$ cat src/rtl/cx_pkg.sv
package cx_pkg;

  localparam int WORD_W = 32;
  localparam int FLAG_W = 6;

  // flag vector bit positions
  localparam int FL_C = 0;
  localparam int FL_P = 1;
  localparam int FL_A = 2;
  localparam int FL_Z = 3;
  localparam int FL_S = 4;
  localparam int FL_O = 5;

  typedef enum logic [1:0] {
    SZ_B = 2'd0,
    SZ_W = 2'd1,
    SZ_D = 2'd2,
    SZ_Q = 2'd3
  } cx_size_e;

  typedef enum logic [3:0] {
    ST_IDLE,
    ST_RD_LO,
    ST_WT_LO,
    ST_RD_HI,
    ST_WT_HI,
    ST_CMP,
    ST_WR_LO,
    ST_WR_HI,
    ST_FIN
  } cx_state_e;

  function automatic logic [WORD_W-1:0] size_mask(cx_size_e s);
    case (s)
      SZ_B:    return 32'h0000_00FF;
      SZ_W:    return 32'h0000_FFFF;
      default: return 32'hFFFF_FFFF;
    endcase
  endfunction

endpackage

$ cat src/rtl/cx_flags.sv
module cx_flags
  import cx_pkg::*;
#(
  parameter int W = WORD_W
) (
  input  cx_size_e          size,
  input  logic [W-1:0]      a,
  input  logic [W-1:0]      b,
  output logic [FLAG_W-1:0] flags
);

  localparam int NW = 3;

  logic [NW-1:0][FLAG_W-1:0] cand;

  for (genvar g = 0; g < NW; g++) begin : g_width
    localparam int SW = 8 << g;
    logic [SW-1:0] ai, bi, di;
    logic cf, pf, af, zf, sf, of;
    assign ai = a[SW-1:0];
    assign bi = b[SW-1:0];
    assign di = ai - bi;
    assign cf = ai < bi;
    assign pf = ~^di[7:0];
    assign af = ai[4] ^ bi[4] ^ di[4];
    assign zf = (di == '0);
    assign sf = di[SW-1];
    assign of = (ai[SW-1] ^ bi[SW-1]) & (di[SW-1] ^ ai[SW-1]);
    assign cand[g] = {of, sf, zf, af, pf, cf};
  end

  always_comb begin
    case (size)
      SZ_B:    flags = cand[0];
      SZ_W:    flags = cand[1];
      default: flags = cand[2];
    endcase
  end

endmodule

$ cat src/rtl/cx_seq.sv
module cx_seq
  import cx_pkg::*;
(
  input  logic     clk,
  input  logic     rst_n,
  input  logic     go,
  input  logic     go_reg,
  input  cx_size_e size_q,
  input  logic     match,
  input  logic     req_ready,
  input  logic     rsp_valid,
  input  logic     rsp_fault,
  output logic     busy,
  output logic     done,
  output logic     aborted,
  output logic     req_valid,
  output logic     req_write,
  output logic     hi_sel,
  output logic     cap_lo,
  output logic     cap_hi
);

  cx_state_e state, state_nx;
  logic      abort_q;
  logic      pair;

  assign pair = (size_q == SZ_Q);

  always_comb begin
    state_nx = state;
    case (state)
      ST_IDLE:  if (go) state_nx = go_reg ? ST_FIN : ST_RD_LO;
      ST_RD_LO: if (req_ready) state_nx = ST_WT_LO;
      ST_WT_LO: if (rsp_valid) begin
        if (rsp_fault)  state_nx = ST_FIN;
        else if (pair)  state_nx = ST_RD_HI;
        else            state_nx = ST_CMP;
      end
      ST_RD_HI: if (req_ready) state_nx = ST_WT_HI;
      ST_WT_HI: if (rsp_valid) state_nx = rsp_fault ? ST_FIN : ST_CMP;
      ST_CMP:   state_nx = match ? ST_WR_LO : ST_FIN;
      ST_WR_LO: if (req_ready) state_nx = pair ? ST_WR_HI : ST_FIN;
      ST_WR_HI: if (req_ready) state_nx = ST_FIN;
      ST_FIN:   state_nx = ST_IDLE;
      default:  state_nx = ST_IDLE;
    endcase
  end

  always_ff @(posedge clk or negedge rst_n) begin
    if (!rst_n) begin
      state   <= ST_IDLE;
      abort_q <= 1'b0;
    end else begin
      state <= state_nx;
      if (go) begin
        abort_q <= 1'b0;
      end else if ((state == ST_WT_LO || state == ST_WT_HI) && rsp_valid && rsp_fault) begin
        abort_q <= 1'b1;
      end
    end
  end

  assign busy      = (state != ST_IDLE);
  assign done      = (state == ST_FIN);
  assign aborted   = done && abort_q;
  assign req_valid = (state == ST_RD_LO) || (state == ST_RD_HI) ||
                     (state == ST_WR_LO) || (state == ST_WR_HI);
  assign req_write = (state == ST_WR_LO) || (state == ST_WR_HI);
  assign hi_sel    = (state == ST_RD_HI) || (state == ST_WR_HI);
  assign cap_lo    = (state == ST_WT_LO) && rsp_valid && !rsp_fault;
  assign cap_hi    = (state == ST_WT_HI) && rsp_valid && !rsp_fault;

endmodule

$ cat src/rtl/cx_unit.sv
module cx_unit
  import cx_pkg::*;
#(
  parameter int ADDR_W  = 32,
  parameter int REG_CYC = 6,
  parameter int MEM_CYC = 10,
  parameter int CNT_W   = 4
) (
  input  logic              clk,
  input  logic              rst_n,
  input  logic              start,
  input  logic [1:0]        op_size,
  input  logic              op_is_reg,
  input  logic [ADDR_W-1:0] op_addr,
  input  logic [31:0]       acc_lo_i,
  input  logic [31:0]       acc_hi_i,
  input  logic [31:0]       src_lo_i,
  input  logic [31:0]       src_hi_i,
  input  logic [31:0]       dst_reg_i,
  input  logic [5:0]        flags_i,
  output logic              busy,
  output logic              done,
  output logic              aborted,
  output logic [31:0]       acc_lo_o,
  output logic [31:0]       acc_hi_o,
  output logic [5:0]        flags_o,
  output logic [CNT_W-1:0]  cycles_o,
  output logic              dst_wr,
  output logic [31:0]       dst_wdata,
  output logic              req_valid,
  input  logic              req_ready,
  output logic              req_write,
  output logic [ADDR_W-1:0] req_addr,
  output logic [1:0]        req_size,
  output logic [31:0]       req_wdata,
  input  logic              rsp_valid,
  input  logic [31:0]       rsp_data,
  input  logic              rsp_fault
);

  localparam logic [ADDR_W-1:0] HI_OFS = ADDR_W'(WORD_W / 8);

  cx_size_e          size_in, size_q;
  logic              reg_q;
  logic [ADDR_W-1:0] addr_q;
  logic [31:0]       acc_lo_q, acc_hi_q, src_lo_q, src_hi_q;
  logic [31:0]       dst_lo_q, dst_hi_q;
  logic [5:0]        flags_q;
  logic [31:0]       mask_q, mask_in;
  logic              go, go_reg, match, hi_sel, cap_lo, cap_hi;
  logic              lo_eq, hi_eq, pair;
  logic [5:0]        sub_flags;

  assign size_in = cx_size_e'(op_size);
  assign mask_in = size_mask(size_in);
  assign go      = start && !busy;
  assign go_reg  = op_is_reg && (size_in != SZ_Q);

  always_ff @(posedge clk or negedge rst_n) begin
    if (!rst_n) begin
      size_q   <= SZ_B;
      reg_q    <= 1'b0;
      addr_q   <= '0;
      acc_lo_q <= '0;
      acc_hi_q <= '0;
      src_lo_q <= '0;
      src_hi_q <= '0;
      flags_q  <= '0;
      dst_lo_q <= '0;
      dst_hi_q <= '0;
    end else begin
      if (go) begin
        size_q   <= size_in;
        reg_q    <= go_reg;
        addr_q   <= op_addr;
        acc_lo_q <= acc_lo_i;
        acc_hi_q <= acc_hi_i;
        src_lo_q <= src_lo_i;
        src_hi_q <= src_hi_i;
        flags_q  <= flags_i;
        dst_lo_q <= dst_reg_i & mask_in;
      end
      if (cap_lo) dst_lo_q <= rsp_data & mask_q;
      if (cap_hi) dst_hi_q <= rsp_data;
    end
  end

  assign mask_q = size_mask(size_q);
  assign pair   = (size_q == SZ_Q);
  assign lo_eq  = ((acc_lo_q ^ dst_lo_q) & mask_q) == '0;
  assign hi_eq  = (acc_hi_q == dst_hi_q);
  assign match  = lo_eq && (!pair || hi_eq);

  cx_seq u_seq (
    .clk       (clk),
    .rst_n     (rst_n),
    .go        (go),
    .go_reg    (go_reg),
    .size_q    (size_q),
    .match     (match),
    .req_ready (req_ready),
    .rsp_valid (rsp_valid),
    .rsp_fault (rsp_fault),
    .busy      (busy),
    .done      (done),
    .aborted   (aborted),
    .req_valid (req_valid),
    .req_write (req_write),
    .hi_sel    (hi_sel),
    .cap_lo    (cap_lo),
    .cap_hi    (cap_hi)
  );

  cx_flags #(.W(WORD_W)) u_flags (
    .size  (size_q),
    .a     (acc_lo_q),
    .b     (dst_lo_q),
    .flags (sub_flags)
  );

  // memory request fields
  assign req_addr  = hi_sel ? addr_q + HI_OFS : addr_q;
  assign req_size  = pair ? SZ_D : size_q;
  assign req_wdata = hi_sel ? src_hi_q : (src_lo_q & mask_q);

  // results
  always_comb begin
    acc_lo_o = acc_lo_q;
    acc_hi_o = acc_hi_q;
    flags_o  = flags_q;
    if (!aborted) begin
      if (!match) begin
        acc_lo_o = (acc_lo_q & ~mask_q) | dst_lo_q;
        if (pair) acc_hi_o = dst_hi_q;
      end
      if (pair) flags_o[FL_Z] = match;
      else      flags_o = sub_flags;
    end
  end

  assign dst_wr    = done && reg_q && match;
  assign dst_wdata = (dst_reg_i & ~mask_q) | (src_lo_q & mask_q);
  assign cycles_o  = !done ? '0 : (reg_q ? CNT_W'(REG_CYC) : CNT_W'(MEM_CYC));

endmodule

$ cat config.mk
export PLATFORM = sky130hd
export DESIGN_NAME = cx_unit
export DESIGN_NICKNAME = d
export VERILOG_FILES = /design/src/rtl/cx_pkg.sv /design/src/rtl/cx_flags.sv /design/src/rtl/cx_seq.sv /design/src/rtl/cx_unit.sv
export SDC_FILE = /design/constraint.sdc
export NUM_CORES = 1
export LEC_CHECK = 0
export BUFFER_PORTS_ARGS = -buffer_cell sky130_fd_sc_hd__buf_2
export CORE_MARGIN = 2
export CORE_UTILIZATION = 35
export DETAILED_ROUTE_END_ITERATION = 10
export PLACE_DENSITY = 0.6
export RECOVER_POWER = 25
export SYNTH_ARGS = -nofsm -noshare
export SYNTH_HDL_FRONTEND = slang
export SYNTH_SLANG_ARGS = --single-unit
$ cat constraint.sdc
create_clock -name clk -period 8.2 [get_ports clk]
set_input_delay 1.64 -clock clk [delete_from_list [all_inputs] [get_ports clk]]
set_output_delay 1.64 -clock clk [all_outputs]
set_load 0.02 [all_outputs]
==> results of run 1 <==
-- area by class of cell --
class | instances | share of cell area (%)
antenna | 5 | 0.0713
clock buffer | 45 | 5.11
clock inverter | 9 | 0.870
inverter | 58 | 1.24
multi-input combinational | 1315 | 42.7
sequential | 238 | 33.9
tap | 525 | 3.74
timing repair buffer | 425 | 12.3
-- cells in the mapped netlist (all sizes together) (4+ instances only) --
library cell  count  share of area, %
nor2             47               1.3
o21bai            4              0.21
dfrtp           238                42
nand3            22              0.81
buf              38               1.6
nand2b            8              0.35
o21a              6              0.32
clkbuf           70               1.9
a22oi             8              0.42
o211ai           10              0.53
ha               38               3.4
a31oi            10              0.44
nor4             12              0.58
xor2             51               3.2
a211oi            6              0.35
o21ai            85               3.0
mux2             81               6.5
xnor2            29               1.8
a22o             27               1.7
a21oi            77               2.9
inv              58               1.5
nor3              7              0.25
a221oi           26               1.6
or2               5              0.22
and2              7              0.31
nand2           644                17
nand4            26               1.2
and3             11              0.49
a21o             11              0.58
or3               7              0.31
nor2b             7              0.31
-- logic make-up after synthesis --
family                     after synthesis  share of synthesized area, %
xor gates and xnor gates                80                          4.95
muxes                                   83                          6.59
and+or+nand+nor                        813                          23.7
AOI/OAI and AO/OA                      299                          14.1
DFF                                    238                          42.1
adders and majority gates               39                          3.50
other                                    1                        0.0265
buffers and inverters                  166                          5.02
-- per-stage QoR --
step | worst slack, ns | instance area (um^2) | hold WS, ns
2_1_floorplan | 2.96 | 14100 | 0.440
3_3_place_gp | 2.55 | 16500 | 0.453
3_5_place_dp | 2.38 | 16500 | 0.457
4_1_cts | 1.73 | 17500 | 0.471
5_1_grt | 1.53 | 17500 | 0.488
6_report | 1.71 | 17500 | 0.470
-- metal layers --
layer / track usage, % / wire length, um
met5: 0 / 38
met4: 6.14 / 1270
met3: 4.80 / 3450
met2: 43.1 / 26400
met1: 33.3 / 23200
-- sequential cells by signal (all words and copies together) (netlist names), 2 cells and up --
| register | count |
|---|---|
| src_hi_q | 32 |
| dst_lo_q | 32 |
| size_q | 2 |
| src_lo_q | 32 |
| addr_q | 32 |
| flags_q | 6 |
| acc_lo_q | 32 |
| u_seq.state | 4 |
| acc_hi_q | 32 |
| dst_hi_q | 32 |
-- worst max-delay path, cell delays in order (launching register included) --
cell and delay, ns:
dfrtp_1 0.40, ha_1 0.38, nand2_1 0.13, a211oi_2 0.33, nor2_1 0.12, o21ai_0 0.37
xnor2_1 0.20, ha_1 0.17, nand4_1 0.11, a2111oi_0 0.40, o211ai_1 0.14, a2111o_1 0.30
a221o_1 0.27, nor4_1 0.27, nand4b_1 0.14, a21oi_1 0.31, buf_2 0.23
-- path summary, 6_finish.rpt --
kind / endpoint / slack (ns)
max in group asynchronous: src_lo_q[30]$_DFFE_PN0P_ / 2.96
min: src_hi_q[6]$_DFFE_PN0P_ / 0.47
max reg2reg: dst_lo_q[19]$_DFFE_PN0P_ / 4.77
min reg2reg: src_hi_q[6]$_DFFE_PN0P_ / 0.47
max: flags_o[3] / 1.71
min in group asynchronous: addr_q[1]$_DFFE_PN0P_ / 2.65
-- where the power goes --
group	leakage, nW	switching, mW	total, mW	internal [mW]
clock network	0.516	0.553	1.40	0.849
logic	5.76	3.34	5.15	1.81
registers	2.95	0.488	2.22	1.74
total	9.22	4.38	8.77	4.40
==> insert_results.sql, run 1 <==
INSERT INTO impl_metrics (metric_group, metric, value, unit) VALUES
('cts', 'clk_root_buffer_cell', 'clkbuf_16', ''),
('grt', 'grt_overflow', '0', ''),
('final_layout', 'stdcell_count', '2620', ''),
('sta', 'maxSlewHeadroom', '-201', '%'),
('route', 'vias', '13742', ''),
('placement', 'place_congestion', '0.923', ''),
('critical_path', 'worstSetupEndpointType', 'output port', ''),
('hold_path', 'min-delay-start', 'src_hi_q[6]$_DFFE_PN0P_', ''),
('sta', 'fin_tns_setup', '0', 'ns'),
('cts', 'cts.reportedPaths.clkPinSlew', '0.06', 'ns'),
('synth', 'synthesis.nets', '1997', ''),
('route', 'drt_first_iter_violations', '1042', ''),
('synth', 'syn-mean-instance-area', '8.23', 'um^2'),
('final_layout', 'multiInputGateArea', '0.00749', 'mm^2'),
('critical_path', 'crit_arrival', '4.85', 'ns'),
('floorplanning', 'fp.dieH', '205', 'um'),
('floorplanning', 'core_region_area', '0.0398', 'mm^2'),
('critical_path', 'setup.worst_path.start', 'acc_lo_q[4]$_DFFE_PN0P_', ''),
('power_and_ir_drop', 'power.density_cell_area', '500', 'mW/mm^2'),
('placement', 'port-buffer-count', '415', ''),
('grt', 'grt_pass1_vias', '13804', ''),
('grt', 'grt_start_max_net_pins', '162', ''),
('sta', 'worstMarginPinSlew', '4.51', 'ns'),
('cts', 'insertion_delay', '0.58', 'ns'),
('placement', 'place.detailed.hpwl', '41200', 'um'),
('route', 'vias_per_cell', '5.25', ''),
('floorplanning', 'number_of_ports_placed_on_the_die_boundary', '417', ''),
('grt', 'global_route.usage.total', '25.4', '%'),
('route', 'drtPass1Iterations', '5', ''),
('floorplanning', 'start_util', '35.5', '%'),
('route', 'routed_wl', '54300', 'um'),
('sta', 'fmax', '0.154', 'GHz'),
('cts', 'cts.repair_timing.setup_buffer_count', '0', ''),
('final_layout', 'drive_above_1_share', '25.9', '%'),
('hold_path', 'hold-path-cell-count', '2', ''),
('sta', 'slew_violations', '111', ''),
('final_layout', 'layout.cells.most_common_list', '643 x nand2_1, 413 x buf_2, 238 x dfrtp_1', ''),
('cts', 'numClockSinks', '238', ''),
('synth', 'ys_async_sr_fraction', '100', '%'),
('cts', 'cts_buffer_depth', '3', ''),
('grt', 'wire_length_of_the_first_global_routing_pass', '81600', 'um'),
('final_layout', 'layout.cells.most_common', 'nand2_1', ''),
('status', 'outcome', 'finished with violations', ''),
('synth', 'synth_edf_count', '0', ''),
('hold_path', 'min-delay-path-class', 'reg -> reg', ''),
('floorplanning', 'dieWidth', '205', 'um'),
('cts', 'cts_tree', 'done', ''),
('route', 'ant_nets', '0', ''),
('grt', 'antenna_found_initial', '9', ''),
('critical_path', 'worstPathMaxFanout', '5', ''),
('cts', 'cts_bufs_inserted', '30', ''),
('synth', 'syn_area', '0.0141', 'mm^2'),
('route', 'route.detailed.wl_per_inst', '20.7', 'um'),
('status', 'failed_checks', 'max-capacitance violations, max-slew violations', ''),
('final_layout', 'area_growth', '24.1', '%'),
('sta', 'fin_hold_viols', '0', ''),
('synth', 'synthCells', '1719', ''),
('final_layout', 'number_of_inserted_filler_cells_in_the_final_layout', '4049', ''),
('placement', 'place.detailed.instances', '2561', ''),
('floorplanning', 'placementRows', '73', ''),
('critical_path', 'r2r_cells', '5', ''),
('flow_run', 'maxCapViolCount', '2', ''),
('power_and_ir_drop', 'p_leak', '9.22', 'nW'),
('final_layout', 'num-nets-final', '2346', ''),
('critical_path', 'required', '6.56', 'ns'),
('synth', 'synth.yosys.seq_area_share', '42.1', '%'),
('synth', 'yosysUniqueCellTypes', '74', ''),
('synth', 'yosys_warnings', '0', ''),
('final_layout', 'fin_util', '44.1', '%'),
('critical_path', 'path_class', 'reg -> out', ''),
('cts', 'cts.hold.buffers_added', '0', '');
Power figures use the tool's default switching activity.
==> run 2, diff against run 1 <==
--- a/config.mk
+++ b/config.mk
@@ -9,7 +9,7 @@
 export CORE_MARGIN = 2
 export CORE_UTILIZATION = 35
 export DETAILED_ROUTE_END_ITERATION = 10
-export PLACE_DENSITY = 0.6
+export PLACE_DENSITY = 0.62
 export RECOVER_POWER = 25
 export SYNTH_ARGS = -nofsm -noshare
 export SYNTH_HDL_FRONTEND = slang
==> constraint.sdc (replaced) <==
create_clock -name clk -period 5.58 [get_ports clk]
set_input_delay 1.116 -clock clk [delete_from_list [all_inputs] [get_ports clk]]
set_output_delay 1.116 -clock clk [all_outputs]
set_load 0.02 [all_outputs]
==> insert_results.sql, run 2 (synthesized netlist as in run 1, its figures left out) <==
INSERT INTO impl_metrics (metric_group, metric, value, unit) VALUES
('cts', 'cts.reportedPaths.clkPinSlew', '0.06', 'ns'),
('floorplanning', 'design.die.area', '0.0420', 'mm^2'),
('sta', 'fin_tns_setup', '0', 'ns'),
('power_and_ir_drop', 'switching_share', '49.5', '%'),
('route', 'route.detailed.wl_per_inst', '20.4', 'um'),
('grt', 'grt_start_max_net_pins', '137', ''),
('critical_path', 'worstSetupEndpointType', 'output port', ''),
('cts', 'clk_root_buffer_cell', 'clkbuf_16', ''),
('cts', 'cts_buffer_depth', '3', ''),
('route', 'drtPass1Iterations', '5', ''),
('status', 'outcome', 'finished with violations', ''),
('sta', 'fmax', '0.185', 'GHz'),
('sta', 'final_clock_period_utilization_by_the_worst_path', '96.7', '%'),
('grt', 'grt_pass1_vias', '13684', ''),
('grt', 'grt_overflow', '0', ''),
('power_and_ir_drop', 'p_leak', '9.27', 'nW'),
('final_layout', 'area_growth', '24.9', '%'),
('final_layout', 'layout.cells.most_common', 'nand2_1', ''),
('sta', 'maxSlewHeadroom', '-78.5', '%'),
('final_layout', 'layout.cells.most_common_list', '643 x nand2_1, 413 x buf_2, 238 x dfrtp_1', ''),
('final_layout', 'drive_above_1_share', '26.6', '%'),
('floorplanning', 'core_region_area', '0.0398', 'mm^2'),
('cts', 'numClockSinks', '238', ''),
('flow_run', 'maxCapViolCount', '3', ''),
('cts', 'cts_tree', 'done', ''),
('critical_path', 'startpoint_type', 'register', ''),
('floorplanning', 'fp.dieH', '205', 'um'),
('critical_path', 'path_class', 'reg -> out', ''),
('power_and_ir_drop', 'vdd.ir_drop.worst', '0.000531', 'V'),
('placement', 'place_congestion', '0.933', ''),
('sta', 'layout_min_cycle_time', '5.40', 'ns'),
('critical_path', 'required', '4.46', 'ns'),
('route', 'route.detailed.drc', '0', ''),
('final_layout', 'num-nets-final', '2350', ''),
('power_and_ir_drop', 'seq_power_share', '25.1', '%'),
('route', 'vias_per_cell', '5.24', ''),
('grt', 'antenna_found_initial', '11', ''),
('sta', 'slew_violations', '274', ''),
('cts', 'htreeDepth', '1', ''),
('sta', 'finalSetupViolations', '0', ''),
('critical_path', 'crit_arrival', '4.28', 'ns'),
('cts', 'insertion_delay', '0.61', 'ns'),
('power_and_ir_drop', 'power.density_cell_area', '738', 'mW/mm^2'),
('power_and_ir_drop', 'netSwitchingPower', '6.45', 'mW'),
('floorplanning', 'placementRows', '73', ''),
('route', 'routed_wl', '53600', 'um'),
('placement', 'port-buffer-count', '415', ''),
('route', 'vias', '13750', ''),
('route', 'ant_nets', '0', ''),
('grt', 'global_route.usage.total', '25.0', '%'),
('sta', 'fin_worst_hold_slack', '0.474', 'ns'),
('route', 'drt_first_iter_violations', '1156', ''),
('placement', 'place.detailed.hpwl', '40800', 'um'),
('floorplanning', 'number_of_ports_placed_on_the_die_boundary', '417', ''),
('power_and_ir_drop', 'p_int', '6.58', 'mW'),
('status', 'failed_checks', 'max-capacitance violations, max-slew violations', ''),
('sta', 'worstMarginPinSlew', '2.68', 'ns'),
('power_and_ir_drop', 'power_frac_clock', '16.3', '%'),
('cts', 'cts_bufs_inserted', '30', ''),
('power_and_ir_drop', 'p_comb_share', '58.6', '%'),
('sta', 'fin_worst_skew', '0.0594', 'ns'),
('floorplanning', 'dieWidth', '205', 'um'),
('grt', 'wire_length_of_the_first_global_routing_pass', '80200', 'um'),
('critical_path', 'worstPathMaxFanout', '4', ''),
('cts', 'cts.hold.buffers_added', '0', ''),
('floorplanning', 'start_util', '35.5', '%'),
('sta', 'fin_hold_viols', '0', ''),
('hold_path', 'min-delay-path-class', 'reg -> reg', '');
-- run 2: per-stage QoR --
step                setup slack [ns]  utilization (%)  cell area, um^2  instances  power [mW]
floorplan                      0.861                -            14100       1719        8.35
global route                 -0.0194             44.3            17700       2625        14.0
finish                         0.183             44.3            17700       2625        13.0
global placement               0.481             41.5            16500       2562        10.7
detailed placement             0.249             41.5            16500       2562        10.8
CTS                           0.0139             44.3            17600       2616        13.0
-- run 2: cell type report --
type | count | area [um^2]
Clock inverter | 13 | 225
Timing Repair Buffer | 429 | 2200
Inverter | 58 | 218
Multi-Input combinational cell | 1315 | 7530
Fill cell | 4116 | 22200
Clock buffer | 41 | 862
Sequential cell | 238 | 5960
Antenna cell | 6 | 15.0
Tap cell | 525 | 657
-- run 2: worst paths after layout --
path	from	to	slack, ns	cells past startpoint
max	dst_lo_q[0]$_DFFE_PN0P_	flags_o[3]	0.18	16
max reg2reg	u_seq.state[1]$_DFFE_PN0P_	dst_lo_q[17]$_DFFE_PN0P_	2.34	5
max in group asynchronous	rst_n	acc_lo_q[4]$_DFFE_PN0P_	0.99	2
min	flags_q[3]$_DFFE_PN0P_	flags_q[3]$_DFFE_PN0P_	0.47	2
min reg2reg	flags_q[3]$_DFFE_PN0P_	flags_q[3]$_DFFE_PN0P_	0.47	2
min in group asynchronous	rst_n	addr_q[0]$_DFFE_PN0P_	1.31	1
-- run 2: metal layers --
| metal | wire length [um] | GRT usage (%) |
|---|---|---|
| met1 | 22600 | 32.3 |
| met2 | 25400 | 41.2 |
| met3 | 3680 | 5.58 |
| met4 | 1880 | 9.10 |
| met5 | 34 | 0 |
-- run 2: repair_timing --
item,in CTS,in global routing
setup endpoints to repair,1,1
pin swaps,1,4
gates resized for setup,6,5
buffers inserted,0,3
cloned,0,0
-- run 2: critical path: stages, from the launching register on --
cell and delay (ns):
dfrtp_1 0.41, ha_1 0.21, fa_1 0.41, nand2b_4 0.17, a21o_1 0.19, nand2_1 0.08
xnor2_1 0.13, ha_1 0.17, nand4_1 0.13, a2111oi_2 0.25, o211ai_1 0.14, a2111o_1 0.30
a221o_1 0.26, nor4_1 0.23, nand4b_1 0.17, a21oi_2 0.26, buf_6 0.15
-- run 2: power by group through the flow --
stage	Clock, mW	Sequential [mW]	Combinational [mW]
final	2.13	3.27	7.63
after global placement	0	3.24	7.47
after detailed placement	0	3.28	7.51
after global routing	2.24	3.39	8.40
after floorplan	0	3.05	5.30
after CTS	2.17	3.27	7.58
==> run 3, diff against run 2 <==
--- a/config.mk
+++ b/config.mk
@@ -7,9 +7,10 @@
 export LEC_CHECK = 0
 export BUFFER_PORTS_ARGS = -buffer_cell sky130_fd_sc_hd__buf_2
 export CORE_MARGIN = 2
-export CORE_UTILIZATION = 35
+export CORE_UTILIZATION = 25
 export DETAILED_ROUTE_END_ITERATION = 10
-export PLACE_DENSITY = 0.62
+export GPL_TIMING_DRIVEN = 0
+export PLACE_DENSITY = 0.48
 export RECOVER_POWER = 25
 export SYNTH_ARGS = -nofsm -noshare
 export SYNTH_HDL_FRONTEND = slang
==> insert_results.sql, run 3 (synthesized netlist as in run 1, its figures left out) <==
INSERT INTO impl_metrics (metric_group, metric, value, unit) VALUES
('route', 'routed_wl', '62800', 'um'),
('final_layout', 'multiInputGateArea', '0.00756', 'mm^2'),
('floorplanning', 'design.die.area', '0.0585', 'mm^2'),
('placement', 'port-buffer-count', '415', ''),
('cts', 'cts.hold.buffers_added', '0', ''),
('grt', 'wire_length_of_the_first_global_routing_pass', '91400', 'um'),
('critical_path', 'worstSetupEndpointType', 'output port', ''),
('route', 'ant_nets', '0', ''),
('critical_path', 'cells_along_the_critical_path', 'ha_2 -> fa_2 -> nand2b_4 -> a21o_1 -> nand2_1 -> xnor2_1 -> ha_1 -> nand4_1 -> a2111oi_4 -> o211ai_1 -> a2111o_1 -> a221o_1 -> nor4_2 -> nand4b_1 -> a21oi_2 -> buf_4', ''),
('sta', 'fmax', '0.182', 'GHz'),
('cts', 'cts_buffer_depth', '3', ''),
('route', 'drtPass1Iterations', '7', ''),
('hold_path', 'min-delay-path-class', 'reg -> reg', ''),
('final_layout', 'layout.cell_area.non_filler', '0.0184', 'mm^2'),
('final_layout', 'layout.cells.most_common', 'nand2_1', ''),
('route', 'vias_per_cell', '4.74', ''),
('status', 'failed_checks', 'max-capacitance violations, max-slew violations', ''),
('grt', 'grt_pass1_vias', '14262', ''),
('critical_path', 'cpPeakStageDelay', '0.42', 'ns'),
('flow_run', 'maxCapViolCount', '1', ''),
('floorplanning', 'placementRows', '87', ''),
('critical_path', 'r2r_setup_slack', '1.34', 'ns'),
('cts', 'numClockSinks', '238', ''),
('final_layout', 'fin_util', '32.7', '%'),
('sta', 'final.setup.worst_slack', '0.0985', 'ns'),
('sta', 'worstMarginPinSlew', '3.32', 'ns'),
('sta', 'rsz0062_at_grt', 'yes', ''),
('route', 'route.detailed.wl_per_inst', '21.2', 'um'),
('sta', 'fin_hold_viols', '0', ''),
('sta', 'fin_worst_skew', '0.0619', 'ns'),
('cts', 'insertion_delay', '0.62', 'ns'),
('sta', 'slew_violations', '60', ''),
('route', 'vias', '14048', ''),
('grt', 'grt_start_max_net_pins', '92', ''),
('floorplanning', 'fp.dieH', '242', 'um'),
('critical_path', 'crit_family', 'compound AO/OA/AOI/OAI gates', ''),
('final_layout', 'number_of_inserted_filler_cells_in_the_final_layout', '6177', ''),
('grt', 'antenna_found_initial', '22', ''),
('placement', 'placedInstanceArea', '0.0172', 'mm^2'),
('grt', 'grt_overflow', '0', ''),
('final_layout', 'sequential_cell_area', '0.00596', 'mm^2'),
('floorplanning', 'core_region_area', '0.0562', 'mm^2'),
('sta', 'finalSetupViolations', '0', ''),
('power_and_ir_drop', 'p_leak', '9.43', 'nW'),
('power_and_ir_drop', 'power.density_cell_area', '731', 'mW/mm^2'),
('final_layout', 'area_growth', '29.9', '%'),
('cts', 'cts.reportedPaths.clkPinSlew', '0.06', 'ns'),
('final_layout', 'drive_above_1_share', '26.4', '%'),
('power_and_ir_drop', 'vdd.ir_drop.worst', '0.000701', 'V'),
('final_layout', 'num-nets-final', '2451', ''),
('placement', 'place.detailed.hpwl', '51100', 'um'),
('critical_path', 'critical_path.slowest_cell', 'dfrtp_1', ''),
('placement', 'place_congestion', '0.917', ''),
('cts', 'htreeDepth', '1', ''),
('critical_path', 'cp.buffers_inverters', '1', ''),
('placement', 'place_worst_setup_slack', '-0.131', 'ns'),
('floorplanning', 'dieWidth', '242', 'um'),
('critical_path', 'worstPathMaxFanout', '4', ''),
('sta', 'fin_worst_hold_slack', '0.474', 'ns'),
('critical_path', 'path_class', 'reg -> out', ''),
('route', 'drt_first_iter_violations', '921', ''),
('sta', 'layout_min_cycle_time', '5.48', 'ns'),
('grt', 'global_route.usage.total', '20.7', '%'),
('critical_path', 'startpoint_type', 'register', ''),
('sta', 'maxSlewHeadroom', '-121', '%'),
('critical_path', 'required', '4.46', 'ns'),
('cts', 'cts_tree', 'done', ''),
('floorplanning', 'start_util', '25.2', '%'),
('critical_path', 'crit_arrival', '4.37', 'ns'),
('status', 'outcome', 'finished with violations', ''),
('sta', 'final_clock_period_utilization_by_the_worst_path', '98.2', '%'),
('route', 'route.detailed.drc', '0', ''),
('final_layout', 'layout.cells.most_common_list', '642 x nand2_1, 422 x buf_2, 238 x dfrtp_1', ''),
('cts', 'clk_root_buffer_cell', 'clkbuf_16', ''),
('cts', 'cts_bufs_inserted', '30', ''),
('floorplanning', 'number_of_ports_placed_on_the_die_boundary', '417', '');
[run 3: repair_timing]
action | CTS | global route
resized for setup | 9 | 10
endpoints found under the setup margin | 1 | 9
setup buffers | 5 | 1
cloned | 0 | 0
pin swaps | 3 | 5
[run 3: worst register-to-register path, stage by stage (launching register included)]
cell and delay (ns):
dfrtp_1 0.37, buf_2 0.17, nor4_1 0.51, and2_1 0.25, clkbuf_1 0.72, clkbuf_1 1.05
clkbuf_1 0.74, nand2_1 0.24, nand2_1 0.12
[run 3: stage by stage]
| step | setup TNS, ns | cells | power [mW] |
|---|---|---|---|
| finish | 0 | 2965 | 13.4 |
| global route | -0.127 | 2959 | 14.4 |
| CTS | 0 | 2952 | 13.5 |
| detailed placement | -0.131 | 2892 | 11.3 |
| global placement | -318.51 | 2890 | 11.3 |
| floorplan | 0 | 1719 | 8.35 |
[run 3: area by class of cell]
class                   count  share of cell area (%)
multi-input cells        1315                    41.2
flip-flops and latches    238                    32.4
repair buffers            423                    11.6
well taps                 756                    5.15
clock buffers              43                    4.84
plain buffers             107                    2.66
inverters                  58                    1.19
clock inverters            12                   0.749
diodes                     13                   0.177
[run 3: final timing paths]
| kind | start | end | cells past startpoint |
|---|---|---|---|
| min reg2reg | src_hi_q[12]$_DFFE_PN0P_ | src_hi_q[12]$_DFFE_PN0P_ | 2 |
| max reg2reg | u_seq.state[0]$_DFFE_PN0P_ | src_hi_q[0]$_DFFE_PN0P_ | 8 |
| max in group asynchronous | rst_n | dst_lo_q[3]$_DFFE_PN0P_ | 2 |
| min in group asynchronous | rst_n | addr_q[1]$_DFFE_PN0P_ | 1 |
| max | dst_lo_q[0]$_DFFE_PN0P_ | flags_o[3] | 16 |
| min | src_hi_q[12]$_DFFE_PN0P_ | src_hi_q[12]$_DFFE_PN0P_ | 2 |
[run 3: report_power, final]
part           switching, mW  internal [mW]
Combinational           5.29           2.86
Clock                  0.827           1.20
Sequential             0.704           2.55
Total                   6.82           6.61
[run 3: metal layers]
| layer | share of wire, % | vias to the layer above | track usage, % | wire (um) |
|---|---|---|---|---|
| met3 | 6.9 | 105 | 5.70 | 4330 |
| li1 | - | 6707 | - | - |
| met1 | 42 | 6835 | 25.7 | 26300 |
| met5 | 0.21 | - | 0 | 130 |
| met2 | 48 | 381 | 35.0 | 30100 |
| met4 | 3.0 | 20 | 6.30 | 1880 |
